===== src/rtl/rasterSyncPkg.sv =====
package rasterSyncPkg;

  // Position decode sent from the control to the output registers
  typedef struct packed {
    logic hVisible;
    logic vVisible;
    logic hPulse;
    logic vPulse;
  } rasterStrobes_t;

endpackage


===== src/rtl/rasterAxis.sv =====
module rasterAxis #(
  parameter int VISIBLE = 8,
  parameter int FRONT   = 2,
  parameter int PULSE   = 3,
  parameter int BACK    = 4,
  parameter int W       = $clog2(VISIBLE + FRONT + PULSE + BACK)
) (
  input  logic         clk,
  input  logic         rstN,
  input  logic         step,
  output logic [W-1:0] pos,
  output logic         wrap,
  output logic         visible,
  output logic         inPulse
);

  localparam int SPAN        = VISIBLE + FRONT + PULSE + BACK;
  localparam int PULSE_FIRST = VISIBLE + FRONT;
  localparam int PULSE_LAST  = VISIBLE + FRONT + PULSE - 1;

  localparam logic [W-1:0] LAST_POS  = W'(SPAN - 1);
  localparam logic [W-1:0] VIS_LIMIT = W'(VISIBLE);
  localparam logic [W-1:0] P_FIRST   = W'(PULSE_FIRST);
  localparam logic [W-1:0] P_LAST    = W'(PULSE_LAST);

  logic atEnd;

  assign atEnd   = (pos == LAST_POS);
  assign wrap    = step && atEnd;
  assign visible = (pos < VIS_LIMIT);
  assign inPulse = (pos >= P_FIRST) && (pos <= P_LAST);

  always_ff @(posedge clk or negedge rstN) begin
    if (!rstN) begin
      pos <= '0;
    end else if (step) begin
      if (atEnd) pos <= '0;
      else       pos <= pos + 1'b1;
    end
  end

endmodule


===== src/rtl/rasterCtrl.sv =====
module rasterCtrl
  import rasterSyncPkg::*;
#(
  parameter int H_ACTIVE = 1920,
  parameter int H_FRONT  = 128,
  parameter int H_PULSE  = 208,
  parameter int H_BACK   = 336,
  parameter int V_ACTIVE = 1200,
  parameter int V_FRONT  = 1,
  parameter int V_PULSE  = 3,
  parameter int V_BACK   = 38,
  parameter int H_W      = $clog2(H_ACTIVE + H_FRONT + H_PULSE + H_BACK),
  parameter int V_W      = $clog2(V_ACTIVE + V_FRONT + V_PULSE + V_BACK)
) (
  input  logic           clk,
  input  logic           rstN,
  output logic [H_W-1:0] hPos,
  output logic [V_W-1:0] vPos,
  output rasterStrobes_t strobes
);

  logic lineDone;
  logic frameDone;
  logic hVis, vVis, hPul, vPul;

  rasterAxis #(
    .VISIBLE(H_ACTIVE), .FRONT(H_FRONT), .PULSE(H_PULSE), .BACK(H_BACK), .W(H_W)
  ) u_hAxis (
    .clk(clk), .rstN(rstN), .step(1'b1),
    .pos(hPos), .wrap(lineDone), .visible(hVis), .inPulse(hPul)
  );

  rasterAxis #(
    .VISIBLE(V_ACTIVE), .FRONT(V_FRONT), .PULSE(V_PULSE), .BACK(V_BACK), .W(V_W)
  ) u_vAxis (
    .clk(clk), .rstN(rstN), .step(lineDone),
    .pos(vPos), .wrap(frameDone), .visible(vVis), .inPulse(vPul)
  );

  // The end-of-frame wrap has no consumer; the vertical counter restarts by itself
  logic frameDoneSink;
  assign frameDoneSink = frameDone;

  always_comb begin
    strobes.hVisible = hVis;
    strobes.vVisible = vVis;
    strobes.hPulse   = hPul;
    strobes.vPulse   = vPul;
  end

endmodule


===== src/rtl/rasterDatapath.sv =====
module rasterDatapath
  import rasterSyncPkg::*;
#(
  parameter int H_W        = 12,
  parameter int V_W        = 11,
  parameter bit H_SYNC_POS = 1'b0,
  parameter bit V_SYNC_POS = 1'b1
) (
  input  logic           clk,
  input  logic           rstN,
  input  logic [H_W-1:0] hPos,
  input  logic [V_W-1:0] vPos,
  input  rasterStrobes_t strobes,
  output logic           hSyncQ,
  output logic           vSyncQ,
  output logic           dispEnQ,
  output logic [H_W-1:0] colQ,
  output logic [V_W-1:0] rowQ
);

  localparam logic H_IDLE = ~H_SYNC_POS;
  localparam logic V_IDLE = ~V_SYNC_POS;

  always_ff @(posedge clk or negedge rstN) begin
    if (!rstN) begin
      hSyncQ  <= H_IDLE;
      vSyncQ  <= V_IDLE;
      dispEnQ <= 1'b0;
      colQ    <= '0;
      rowQ    <= '0;
    end else begin
      hSyncQ  <= strobes.hPulse ? H_SYNC_POS : H_IDLE;
      vSyncQ  <= strobes.vPulse ? V_SYNC_POS : V_IDLE;
      dispEnQ <= strobes.hVisible && strobes.vVisible;
      if (strobes.hVisible) colQ <= hPos;
      if (strobes.vVisible) rowQ <= vPos;
    end
  end

endmodule


===== src/rtl/rasterSyncGen.sv =====
module rasterSyncGen
  import rasterSyncPkg::*;
#(
  parameter int H_ACTIVE   = 1920,
  parameter int H_FRONT    = 128,
  parameter int H_PULSE    = 208,
  parameter int H_BACK     = 336,
  parameter int V_ACTIVE   = 1200,
  parameter int V_FRONT    = 1,
  parameter int V_PULSE    = 3,
  parameter int V_BACK     = 38,
  parameter bit H_SYNC_POS = 1'b0,
  parameter bit V_SYNC_POS = 1'b1,
  parameter int H_W        = $clog2(H_ACTIVE + H_FRONT + H_PULSE + H_BACK),
  parameter int V_W        = $clog2(V_ACTIVE + V_FRONT + V_PULSE + V_BACK)
) (
  input  logic           pixClk,
  input  logic           rstN,
  output logic           hSync,
  output logic           vSync,
  output logic           dispEn,
  output logic [V_W-1:0] pixRow,
  output logic [H_W-1:0] pixCol,
  output logic           dacBlankCtl,
  output logic           dacGreenSyncCtl
);

  logic [H_W-1:0] hPos;
  logic [V_W-1:0] vPos;
  rasterStrobes_t strobes;

  rasterCtrl #(
    .H_ACTIVE(H_ACTIVE), .H_FRONT(H_FRONT), .H_PULSE(H_PULSE), .H_BACK(H_BACK),
    .V_ACTIVE(V_ACTIVE), .V_FRONT(V_FRONT), .V_PULSE(V_PULSE), .V_BACK(V_BACK),
    .H_W(H_W), .V_W(V_W)
  ) u_ctrl (
    .clk(pixClk), .rstN(rstN), .hPos(hPos), .vPos(vPos), .strobes(strobes)
  );

  rasterDatapath #(
    .H_W(H_W), .V_W(V_W), .H_SYNC_POS(H_SYNC_POS), .V_SYNC_POS(V_SYNC_POS)
  ) u_dp (
    .clk(pixClk), .rstN(rstN), .hPos(hPos), .vPos(vPos), .strobes(strobes),
    .hSyncQ(hSync), .vSyncQ(vSync), .dispEnQ(dispEn), .colQ(pixCol), .rowQ(pixRow)
  );

  assign dacBlankCtl     = 1'b1;
  assign dacGreenSyncCtl = 1'b0;

endmodule


===== config.mk =====
export PLATFORM = sky130hd
export DESIGN_NAME = rasterSyncGen
export DESIGN_NICKNAME = d
export VERILOG_FILES = /design/src/rtl/rasterSyncPkg.sv /design/src/rtl/rasterAxis.sv /design/src/rtl/rasterCtrl.sv /design/src/rtl/rasterDatapath.sv /design/src/rtl/rasterSyncGen.sv
export SDC_FILE = /design/constraint.sdc
export NUM_CORES = 1
export LEC_CHECK = 0
export ABC_AREA = 1
export BUFFER_PORTS_ARGS = -buffer_cell sky130_fd_sc_hd__buf_4
export CAP_MARGIN = 25
export CORE_UTILIZATION = 57
export CTS_CLUSTER_SIZE = 14
export DETAILED_ROUTE_END_ITERATION = 8
export PLACE_DENSITY = 0.78
export SLEW_MARGIN = 0
export SYNTH_ARGS = -nofsm -noshare
export SYNTH_HDL_FRONTEND = slang
export SYNTH_HIERARCHICAL = 1
export SYNTH_SLANG_ARGS = --single-unit

===== constraint.sdc =====
create_clock -name pixClk -period 2.35 [get_ports pixClk]
set_input_delay 0.47 -clock pixClk [delete_from_list [all_inputs] [get_ports pixClk]]
set_output_delay 0.47 -clock pixClk [all_outputs]
set_load 0.01 [all_outputs]

* After elaboration in Yosys (flattened, before gate mapping)
Index checks and enable logic that the tools add are counted.
** Cells by class
- Add/sub/neg operators :: 2
- Magnitude comparators :: 6
- Equal/unequal tests :: 2
- Muxes and demuxes :: 4
- Reduce and logical (&&, ||, !) cells :: 3
** Operators by type and width (number)
- adder 12 x 1 -> 12 bit (second input constant) :: 1
- == test 12 bit (second input constant) :: 1
- greater-or-equal comparator 12 bit (second input constant) :: 1
- <= comparator 12 bit (second input constant) :: 1
- less-than comparator 12 x 11 -> 1 bit (second input constant) :: 1
- two-way mux 12 bit :: 1
- adder 11 x 1 -> 11 bit (second input constant) :: 1
- == test 11 bit (second input constant) :: 1
- greater-or-equal comparator 11 bit (second input constant) :: 1
- <= comparator 11 bit (second input constant) :: 1
- less-than comparator 11 bit (second input constant) :: 1
- two-way mux 11 bit :: 1
- logical AND 1 bit :: 3
- two-way mux 1 bit :: 2
** Storage, ports and cells
- Bits in registers :: 49
- Input port bits :: 2
- Output and inout port bits :: 28

* Logic depth before layout (Yosys ltp)
Gate-level depths: netlist of the first run.
- Depth after elaboration :: 3
- Depth in mapped cells :: 11

* Modules after synthesis
Netlist of the first run, hierarchy kept.
** By module, submodules not included
- rasterDatapath :: times used 1, cells an instance 104, area each 963.4 um2
- rasterAxis at u_ctrl.u_hAxis :: times used 1, cells an instance 110, area each 762.0 um2
- rasterAxis at u_ctrl.u_vAxis :: times used 1, cells an instance 97, area each 690.7 um2
- rasterCtrl :: times used 1, cells an instance 5, area each 33.8 um2
- rasterSyncGen :: times used 1, cells an instance 4, area each 22.5 um2

* Least setup slack after synthesis of the first run
No wires, ideal clock.
- Kind :: register to register
- Start point :: register u_ctrl.u_hAxis.pos[1]
- End point :: register u_ctrl.u_vAxis.pos[8]
- Setup time :: 0.123 ns
- Data arrival time :: 1.600 ns
- Required time :: 2.227 ns
- Path slack :: 0.627 ns
- Stages on the path, launching flop included :: 10
- Buffers on the path :: 0
- Period minus slack after synthesis :: 1.723 ns
- Path through :: dfrtp_1 > ha_1 > nand2_1 > nor2_1 > nand4_1 > inv_1 > nand3_2 > nor2_4 > nand3_1 > xor2_1
** On the way
- Word-level cells in the longest chain between the ends :: 1
** RTL lines
- start, declared :: RTL line rasterAxis.sv:11 : output logic [W-1:0] pos,
- start signal, assigned :: RTL line rasterAxis.sv:38 : else pos <= pos + 1'b1;
- == test 12 bit :: RTL line rasterAxis.sv:28 : assign atEnd = (pos == LAST_POS);
- net u_ctrl.lineDone :: RTL line rasterCtrl.sv:22 : logic lineDone;
- end signal, assigned :: RTL line rasterAxis.sv:38
- end, declared :: RTL line rasterAxis.sv:11
The timed path passes the listed nets, and every way through them passes these cells.
A chain may end at the register's enable or synchronous reset.

* Final worst setup path of the first run
Same ends and word-level chain as after synthesis.

==> results of run 1 <==
==> logic make-up (layout without fill, tap and decap cells) <==
kind of cell,Yosys count,after routing
simple gates,196,196
flops,49,49
other cells,3,5
fa+ha+maj,3,3
xor+xnor,5,5
buf+inv,54,79
compound gates,10,10
==> final cells by class <==
type / count / area, um^2
clock buffers: 6 / 72.6
clock inverters: 2 / 15.0
fillers: 365 / 1330
inverters: 43 / 161
multi-input cells: 219 / 1010
flip-flops and latches: 49 / 1230
well taps: 50 / 62.6
repair buffers: 28 / 210
==> synth_stat cells, types with 4 or more instances <==
cell type  count
buf_4          9
dfrtp_1       48
inv_1         38
inv_2          5
nand2_1      130
nand3_1       17
nand4_1        6
nor2_1        26
nor2_2         5
xor2_1         4
==> how the worst min path moves through the flow <==
stage	startpoint	endpoint	slack, ns
final	rstN	u_dp/colQ[8]	0.16
after detailed placement	u_dp/rowQ[6]	u_dp/rowQ[6]	0.46
after CTS	rstN	u_ctrl/u_hAxis/pos[8]	0.19
after global placement	u_dp/colQ[9]	u_dp/colQ[9]	0.45
after global routing	rstN	u_dp/colQ[8]	0.21
after floorplan	rstN	u_ctrl/u_hAxis/pos[0]	0.17
==> flip-flops by register name, summed over array words and instances, names as in the netlist <==
name / cells
u_dp/hSyncQ: 1
u_ctrl/u_vAxis/pos: 11
u_dp/vSyncQ: 1
u_dp/rowQ: 11
u_dp/colQ: 12
u_dp/dispEnQ: 1
u_ctrl/u_hAxis/pos: 12
==> power by group <==
| group | switching, W | internal, W |
|---|---|---|
| clock network | 0.000282 | 0.000210 |
| logic | 0.000570 | 0.000327 |
| registers | 0.000179 | 0.00103 |
==> through the flow <==
| stage | cells | total power (W) | hold WS [ns] | utilization | cell area (um^2) |
|---|---|---|---|---|---|
| finish | 397 | 0.00260 | 0.157 | 0.675 | 2760 |
| global route | 397 | 0.00279 | 0.211 | 0.675 | 2760 |
| CTS | 397 | 0.00261 | 0.186 | 0.675 | 2760 |
| detailed placement | 389 | 0.00212 | 0.460 | 0.653 | 2670 |
| global placement | 389 | 0.00209 | 0.454 | 0.653 | 2670 |
| floorplan | 322 | 0.00189 | 0.174 | - | 2480 |
==> per-layer routing <==
metal / vias to the layer above / part of all wire
met5: - / 0
met4: 0 / 0.017
met3: 7 / 0.070
met2: 66 / 0.42
met1: 895 / 0.49
li1: 1015 / -
==> results.tsv, run 1 <==
stage	metric	value	unit
global_route	track_usage	0.224	
setup_path	crit_start	u_ctrl/u_hAxis/pos[1]	
synthesis	synth_top_flop_cell	dfrtp_1	
synthesis	synth.distinct_cells	30	
layout	nNetsFinal	351	
pwr	p_leak	1.54	nW
global_route	met1_usage	0.316	
sta	finalCriticalPeriod	1.95	ns
sta	timing.final.crit_share	0.829	
global_route	use_met2	0.334	
clock_network	cts_root_buffer	clkbuf_8	
setup_path	ff2ff_setup_slack	0.40	ns
setup_path	end_kind	flip-flop	
placement	dp_slack	0.431	ns
floorplanning	die_h	67.9	um
clock_network	ctsResizeCount	0	
synthesis	synth_cells	320	
routing	num_vias	1983	
sta	rsz0062_at_grt	false	
placement	hpwl	3.52	mm
floorplanning	initial_utilization	0.605	
sta	tns	0	ns
setup_path	reg2reg_depth	9	
setup_path	critPathLaunchType	flip-flop	
clock_network	cts_buffers	5	
sta	finalSetupViolations	0	
synthesis	synthMuxAreaShare	0	
routing	post_drt_wl_per_cell	11.8	um
sta	finalMaxSlewViolations	0	
sta	worstMarginPinSlew	0.866	ns
floorplanning	rows	23	
floorplanning	ios	30	
synthesis	synth-compound-area-share	0.0228	
global_route	grt_pass1_vias	1711	
synthesis	synth_edf_count	0	
synthesis	ys_warn_count	6	
hold_path	min_path_type	in -> async	
sta	clock.fmax	513	MHz
floorplanning	coreArea	4090	um^2
layout	mostFrequentLayoutCells	130 x nand2_1, 48 x dfrtp_1, 38 x inv_1	
pwr	ir_drop	545	uV
placement	gp_congestion	0.983	
routing	avgViaCountPerCell	4.99	
setup_path	path_depth	9	
layout	insertedDiodeCount	0	
layout	layout_commonest_cell	nand2_1	
setup_path	cp_cell_sequence	ha_1 -> nand2_1 -> nor2_1 -> nand4_1 -> inv_1 -> nand3_2 -> nor2_4 -> nand3_1 -> xor2_1	
setup_path	path_buf_inv	1	
synthesis	async_reset_ff_frac	1.00	
job	cap_viol_max_count	0	
synthesis	synthAdderAreaFrac	0.0152	
floorplanning	fp.dieArea	4600	um^2
layout	drive_gt1_frac	0.156	
routing	first_pass_iters	4	
routing	ant_nets	0	
setup_path	cp_slowest_cell	dfrtp_1	
clock_network	h-tree-depth	2	
clock_network	clock_path_buffers	2	
sta	fin_worst_skew	0.00904	ns
global_route	grt_max_degree	50	
synthesis	synth_area_leaders	dfrtp_1 49%, nand2_1 20%, inv_1 5.8%	
setup_path	cp.arrival	2.14	ns
layout	syn_to_final_growth	11.5	%
synthesis	syn_area_per_cell	7.73	um^2
setup_path	critical_path_peak_fanout	7	
setup_path	slowest_delay	0.39	ns
global_route	grt_pass1_wl	7.56	mm
routing	drcViolationCount	0	
synthesis	synth.yosys.seq_area_share	0.496	
sta	setup_slack	0.401	ns
clock_network	clock-sinks	49	
global_route	grt_overflow	0	
synthesis	synth-xor-area-share	0.0177	
setup_path	timing.rr.end	u_ctrl/u_vAxis/pos[8]	
synthesis	syn_area	2470	um^2
clock_network	cts_setup_buffers	0	
clock_network	clkLatencyLatePin	0.31	ns
outcome	status	completed	
sta	final_hold_viol_count	0	
setup_path	critical_path_class	reg -> reg	
routing	wl	4.70	mm
global_route	grt-busiest-layer	met2	
sta	slew_headroom	0.421	
setup_path	endpoint	u_ctrl/u_vAxis/pos[8]	
setup_path	rr_startpoint	u_ctrl/u_hAxis/pos[1]	
clock_network	cts_tree	built	
synthesis	synth_top_area_share	0.486	
clock_network	hold_buffers	0	
synthesis	synth_top_family_by_area	simple AND/OR/NAND/NOR gates	
setup_path	cp.required	2.54	ns
clock_network	clk_pin_slew	0.09	ns
global_route	met3_usage	0.0517	
synthesis	synth.largest_area_cell	dfrtp_1	
setup_path	path_delay_family	simple AND/OR/NAND/NOR gates	
synthesis	yosys.area_share.simple	0.344	
pwr	p_per_area	943	nW/um^2
global_route	antenna_found_initial	0	
synthesis	ys_seq_elements	49	
floorplanning	fp.dieW	67.9	um
routing	first_iter_violations	173	
placement	port_buffers	27	
Note: power is estimated with default switching activity, not from simulation.
==> run 2: changes to the inputs <==
clock period = 2 ns   (was 2.35 ns; I/O delays follow)
==> run 2 against run 1 <==
  * Design area increased by 0.54%
  * Largest power group unchanged
  * Clock power increased by 15%
  * Hold slack got worse by 0.054 ns
  * Routed wire length decreased by 0.49%
  * Register-to-register slack got worse by 0.22 ns
  * Clock-buffer cell count unchanged
  * Highest routed layer unchanged
  * Clock skew decreased by 0.0060 ns
  * Sequential share of layout area decreased by 0.24 points
  * Combinational power increased by 18%
  * Core utilization increased by 0.37 points
==> results.tsv, run 2 (synthesis gave the netlist of run 1 again) <==
stage	metric	value	unit
sta	worstMarginPinSlew	0.797	ns
routing	avgViaCountPerCell	4.97	
sta	clock.fmax	551	MHz
pwr	comb_power_share	0.349	
layout	biggestRegsByFlops	u_ctrl/u_hAxis/pos: 12 flops, u_dp/colQ: 12 flops	
setup_path	reg2reg_depth	9	
floorplanning	ios	30	
setup_path	timing.rr.end	u_ctrl/u_vAxis/pos[8]	
layout	final_cell_area	2770	um^2
sta	finalCriticalPeriod	1.81	ns
pwr	ir_drop	521	uV
sta	final_hold_viol_count	0	
hold_path	min_path_type	in -> async	
setup_path	critPathLaunchType	flip-flop	
pwr	share_seq_of_total_power	0.466	
pwr	p_per_area	1100	nW/um^2
floorplanning	initial_utilization	0.605	
setup_path	cp.required	2.19	ns
layout	mostFrequentLayoutCells	130 x nand2_1, 48 x dfrtp_1, 37 x inv_1	
clock_network	clock_path_buffers	2	
routing	post_drt_wl_per_cell	11.7	um
floorplanning	rows	23	
floorplanning	coreArea	4090	um^2
setup_path	critical_path_peak_fanout	6	
clock_network	cts_tree	built	
clock_network	cts_buffers	5	
global_route	grt_overflow	0	
pwr	sw_frac_of_total	0.395	
routing	wl	4.68	mm
floorplanning	fp.dieArea	4600	um^2
routing	ant_nets	0	
job	cap_viol_max_count	0	
placement	hpwl	3.46	mm
layout	nNetsFinal	353	
setup_path	cp.arrival	2.00	ns
global_route	grt_pass1_wl	7.84	mm
routing	first_iter_violations	209	
sta	fin_worst_skew	0.00301	ns
sta	rsz0062_at_grt	false	
global_route	grt_pass1_vias	1713	
global_route	antenna_found_initial	0	
clock_network	ctsResizeCount	0	
sta	holdWs	0.104	ns
clock_network	h-tree-depth	2	
layout	syn_to_final_growth	12.1	%
clock_network	clk_pin_slew	0.09	ns
pwr	switching_power	0.00121	W
pwr	intPower	0.00185	W
floorplanning	fp.dieW	67.9	um
clock_network	cts_root_buffer	clkbuf_8	
placement	gp_congestion	0.876	
setup_path	end_kind	flip-flop	
floorplanning	die_h	67.9	um
sta	finalMaxSlewViolations	0	
layout	insertedDiodeCount	0	
sta	tns	0	ns
routing	first_pass_iters	4	
routing	drcViolationCount	0	
pwr	p_leak	1.55	nW
setup_path	rr_startpoint	u_ctrl/u_hAxis/pos[1]	
global_route	grt_max_degree	50	
clock_network	cts_setup_buffers	0	
outcome	status	completed	
pwr	clockPowerShare	0.186	
sta	timing.final.crit_share	0.907	
placement	port_buffers	27	
layout	fin_util	0.678	
layout	drive_gt1_frac	0.163	
clock_network	clock-sinks	49	
setup_path	critical_path_class	reg -> reg	
setup_path	ff2ff_setup_slack	0.19	ns
placement	placed_cell_area	2680	um^2
global_route	track_usage	0.228	
routing	num_vias	1984	
clock_network	hold_buffers	0	
clock_network	clkLatencyLatePin	0.29	ns
sta	finalSetupViolations	0	
layout	layout_commonest_cell	nand2_1	
sta	slew_headroom	0.467	
==> run 2: changes by cell type in the layout (fill, tap and decap cells not counted) <==
cell	previous run	this run
inv_1	38	37
inv_2	5	6
buf_4	28	30
==> run 2: how the worst max path moves through the flow <==
stage                                  endpoint                  start  slack (ns)  cells after the start
after global placement    u_ctrl/u_vAxis/pos[8]  u_ctrl/u_hAxis/pos[5]        0.23                      9
after CTS                 u_ctrl/u_vAxis/pos[8]  u_ctrl/u_hAxis/pos[1]        0.16                      9
final                     u_ctrl/u_vAxis/pos[8]  u_ctrl/u_hAxis/pos[1]        0.19                      9
after global routing      u_ctrl/u_vAxis/pos[8]  u_ctrl/u_hAxis/pos[1]       0.008                      9
after floorplan           u_ctrl/u_vAxis/pos[8]  u_ctrl/u_hAxis/pos[1]        0.28                      9
after detailed placement  u_ctrl/u_vAxis/pos[8]  u_ctrl/u_hAxis/pos[1]        0.20                      9
==> run 2: power by group through the flow <==
stage	Sequential [W]	Clock (W)	Combinational [W]
floorplan	0.00144	0	0.000781
global placement	0.00143	0	0.00103
detailed placement	0.00144	0	0.00106
CTS	0.00142	0.000588	0.00106
global route	0.00145	0.000629	0.00122
finish	0.00142	0.000568	0.00106
==> run 2: stage by stage <==
step | cells | power [W] | setup WS (ns)
2_1_floorplan | 322 | 0.00222 | 0.277
3_3_place_gp | 391 | 0.00246 | 0.228
3_5_place_dp | 391 | 0.00250 | 0.199
4_1_cts | 399 | 0.00307 | 0.164
5_1_grt | 399 | 0.00330 | 0.00832
6_report | 399 | 0.00305 | 0.186
==> run 2: metal layers <==
layer,up-vias,track usage,wire length [um]
met2,63,0.316,1940
met4,0,0.0547,27
met3,2,0.0450,287
met5,-,0,0
li1,1022,-,-
met1,897,0.361,2420
==> run 2: critical path, cell delays in order, from the launching register on <==
cell and delay [ns]:
dfrtp_1 0.42, ha_1 0.20, nand2_1 0.07, nor2_1 0.16, nand4_1 0.17, inv_2 0.13
nand3_2 0.11, nor2_4 0.18, nand3_1 0.10, xor2_1 0.15
==> run 2: cell type report <==
cell class                 count  area (um^2)
clock inverter                 2         15.0
sequential                    49         1230
inverter                      43          161
multi-input combinational    219         1010
tap                           50         62.6
timing repair buffer          30          225
clock buffer                   6         72.6
fill                         366         1320
==> run 3: changes to the inputs <==
ABC_AREA = not set   (was 1)
PLACE_DENSITY = 0.79   (was 0.78)
==> run 3 against run 2 <==
  * Design area up 1.6%
  * Register-to-register slack worse by 0.18 ns
  * Global-route usage up 1.6 points
  * Sequential power down 19%
  * Clock skew up 0.010 ns
  * Synthesized area down 6.1%
  * Critical path type unchanged
  * Highest routed layer unchanged
  * Clock-buffer cell count up 1
  * Critical path depth down 4
==> results.tsv, run 3 <==
stage	metric	value	unit
clock_network	clock_path_buffers	2	
layout	nNetsFinal	251	
setup_path	path_buf_inv	0	
layout	insertedDiodeCount	0	
synthesis	synth_top_flop_cell	dfrtp_1	
global_route	antenna_found_initial	0	
floorplanning	coreArea	3770	um^2
pwr	p_leak	1.35	nW
setup_path	cp.required	2.22	ns
clock_network	cts_tree	built	
synthesis	ys_seq_elements	49	
routing	num_vias	1653	
sta	timing.final.crit_share	0.998	
job	cap_viol_max_count	0	
setup_path	slowest_delay	0.56	ns
routing	first_iter_violations	106	
routing	first_pass_iters	4	
sta	fin_worst_skew	0.0133	ns
sta	tns	0	ns
synthesis	syn_area_per_cell	12.0	um^2
layout	final_cell_area	2820	um^2
routing	post_drt_wl_per_cell	16.0	um
sta	finalMaxSlewViolations	0	
setup_path	critical_path_class	reg -> reg	
sta	final_hold_viol_count	0	
floorplanning	die_h	65.8	um
clock_network	h-tree-depth	2	
global_route	grt_max_degree	50	
routing	ant_nets	0	
floorplanning	initial_utilization	0.615	
hold_path	min_path_type	in -> async	
floorplanning	rows	22	
synthesis	synth_top_area_share	0.518	
setup_path	cp_slowest_cell	or4b_4	
routing	drcViolationCount	0	
pwr	p_total	0.00218	W
routing	wl	4.71	mm
pwr	p_per_area	776	nW/um^2
sta	slew_headroom	0.606	
setup_path	path_depth	5	
floorplanning	ios	30	
layout	biggestRegsByFlops	u_ctrl/u_hAxis/pos: 12 flops, u_dp/colQ: 12 flops	
global_route	grt_pass1_wl	7.83	mm
layout	mostFrequentLayoutCells	48 x dfrtp_1, 46 x buf_4, 14 x mux2_2	
layout	drive_gt1_frac	0.366	
setup_path	path_delay_family	simple AND/OR/NAND/NOR gates	
synthesis	synth_area_leaders	dfrtp_1 52%, mux2_2 6.8%, mux2_4 5.8%	
synthesis	syn_area	2320	um^2
clock_network	clkLatencyLatePin	0.30	ns
sta	finalSetupViolations	0	
synthesis	synth_cells	194	
layout	fillers	249	
sta	worstMarginPinSlew	0.590	ns
setup_path	end_kind	flip-flop	
global_route	track_usage	0.244	
synthesis	synth_edf_count	0	
layout	layout_commonest_cell	dfrtp_1	
global_route	grt_overflow	0	
placement	hpwl	3.32	mm
floorplanning	fp.dieW	65.8	um
synthesis	ys_warn_count	6	
clock_network	clock-sinks	49	
setup_path	critical_path_peak_fanout	4	
synthesis	async_reset_ff_frac	1.00	
setup_path	reg2reg_depth	5	
placement	gp_congestion	0.837	
synthesis	synth.largest_area_cell	dfrtp_1	
sta	clock.fmax	501	MHz
sta	finalCriticalPeriod	2.00	ns
pwr	ir_drop	528	uV
synthesis	synth.yosys.seq_area_share	0.529	
synthesis	synth_commonest_cells	48 x dfrtp_1, 14 x mux2_2, 12 x nand2_1, 9 x mux2_4	
placement	placed_cell_area	2680	um^2
sta	rsz0062_at_grt	true	
placement	port_buffers	27	
setup_path	cp_cell_sequence	or4b_4 -> nor3_4 -> nand4_1 -> or3_1 -> a21oi_2	
setup_path	cp.arrival	2.22	ns
routing	avgViaCountPerCell	5.62	
clock_network	clk_pin_slew	0.09	ns
setup_path	critPathLaunchType	flip-flop	
synthesis	synth_most_common_cell	dfrtp_1	
layout	syn_to_final_growth	21.3	%
outcome	status	completed	
global_route	grt_pass1_vias	1668	
clock_network	cts_buffers	5	
clock_network	cts_root_buffer	clkbuf_8	
synthesis	synth.distinct_cells	46	
floorplanning	fp.dieArea	4330	um^2
run 3: cell count changes after synthesis, sizes merged, moves of 13 or more:
cell and change:
inv -36, mux2 +23, nand2 -120, nand3 -13
nor2 -28
run 3: metrics by stage:
stage	cells	util	hold slack, ns	setup slack (ns)
floorplan	201	-	0.104	-0.0999
global placement	285	0.709	0.438	0.0723
detailed placement	285	0.709	0.446	-0.0124
CTS	292	0.735	0.119	-0.00217
global route	294	0.747	0.158	-0.0764
finish	294	0.747	0.0998	0.00339
run 3: cell families after synthesis:
kind of cell             count (synthesis)  synth area share
multiplexers                            23             0.126
XOR/XNOR                                10            0.0377
AO/OA/AOI/OAI                           27            0.0739
AND/OR/NAND/NOR                         62             0.168
buffers and inverters                   17            0.0447
adder cells (fa/ha/maj)                  3            0.0162
flip-flops                              49             0.529
other                                    3           0.00485
run 3: routing by layer:
layer  part of all wire  wire length, um  GRT usage
met5                  0                0          0
met4              0.013               59     0.0734
met3              0.042              200     0.0534
met2               0.50             2380      0.398
met1               0.44             2080      0.324
run 3: final timing paths:
path	slack, ns	startpoint	end
min	0.1	rstN	u_dp/colQ[3]
max in group asynchronous	1.50	rstN	u_ctrl/u_hAxis/pos[7]
min in group pixClk	0.51	u_dp/rowQ[6]	u_dp/rowQ[6]
max	0.003	u_ctrl/u_hAxis/pos[6]	u_ctrl/u_vAxis/pos[7]
max reg2reg	0.003	u_ctrl/u_hAxis/pos[6]	u_ctrl/u_vAxis/pos[7]
min reg2reg	0.51	u_dp/rowQ[6]	u_dp/rowQ[6]
run 3: timing repair:
item	in CTS	in global routing
setup buffers	0	2
pin swaps	1	4
endpoints found under the setup margin	2	7
resized for setup	2	7
hold buffers	0	0
hold endpoints to repair	0	0
run 3: layout make-up:
cell class	instances	area, um^2	share of cell area
inverter	7	26.3	0.00933
tap	48	60.1	0.0213
clock buffer	7	86.3	0.0307
multi-input combinational	135	1050	0.372
timing repair buffer	48	368	0.131
sequential	49	1230	0.436
run 3: where the power goes:
| part | switching, W | internal, W |
|---|---|---|
| clock network | 0.000307 | 0.000275 |
| registers | 0.0000616 | 0.00109 |
| logic | 0.000215 | 0.000237 |
| total | 0.000584 | 0.00160 |
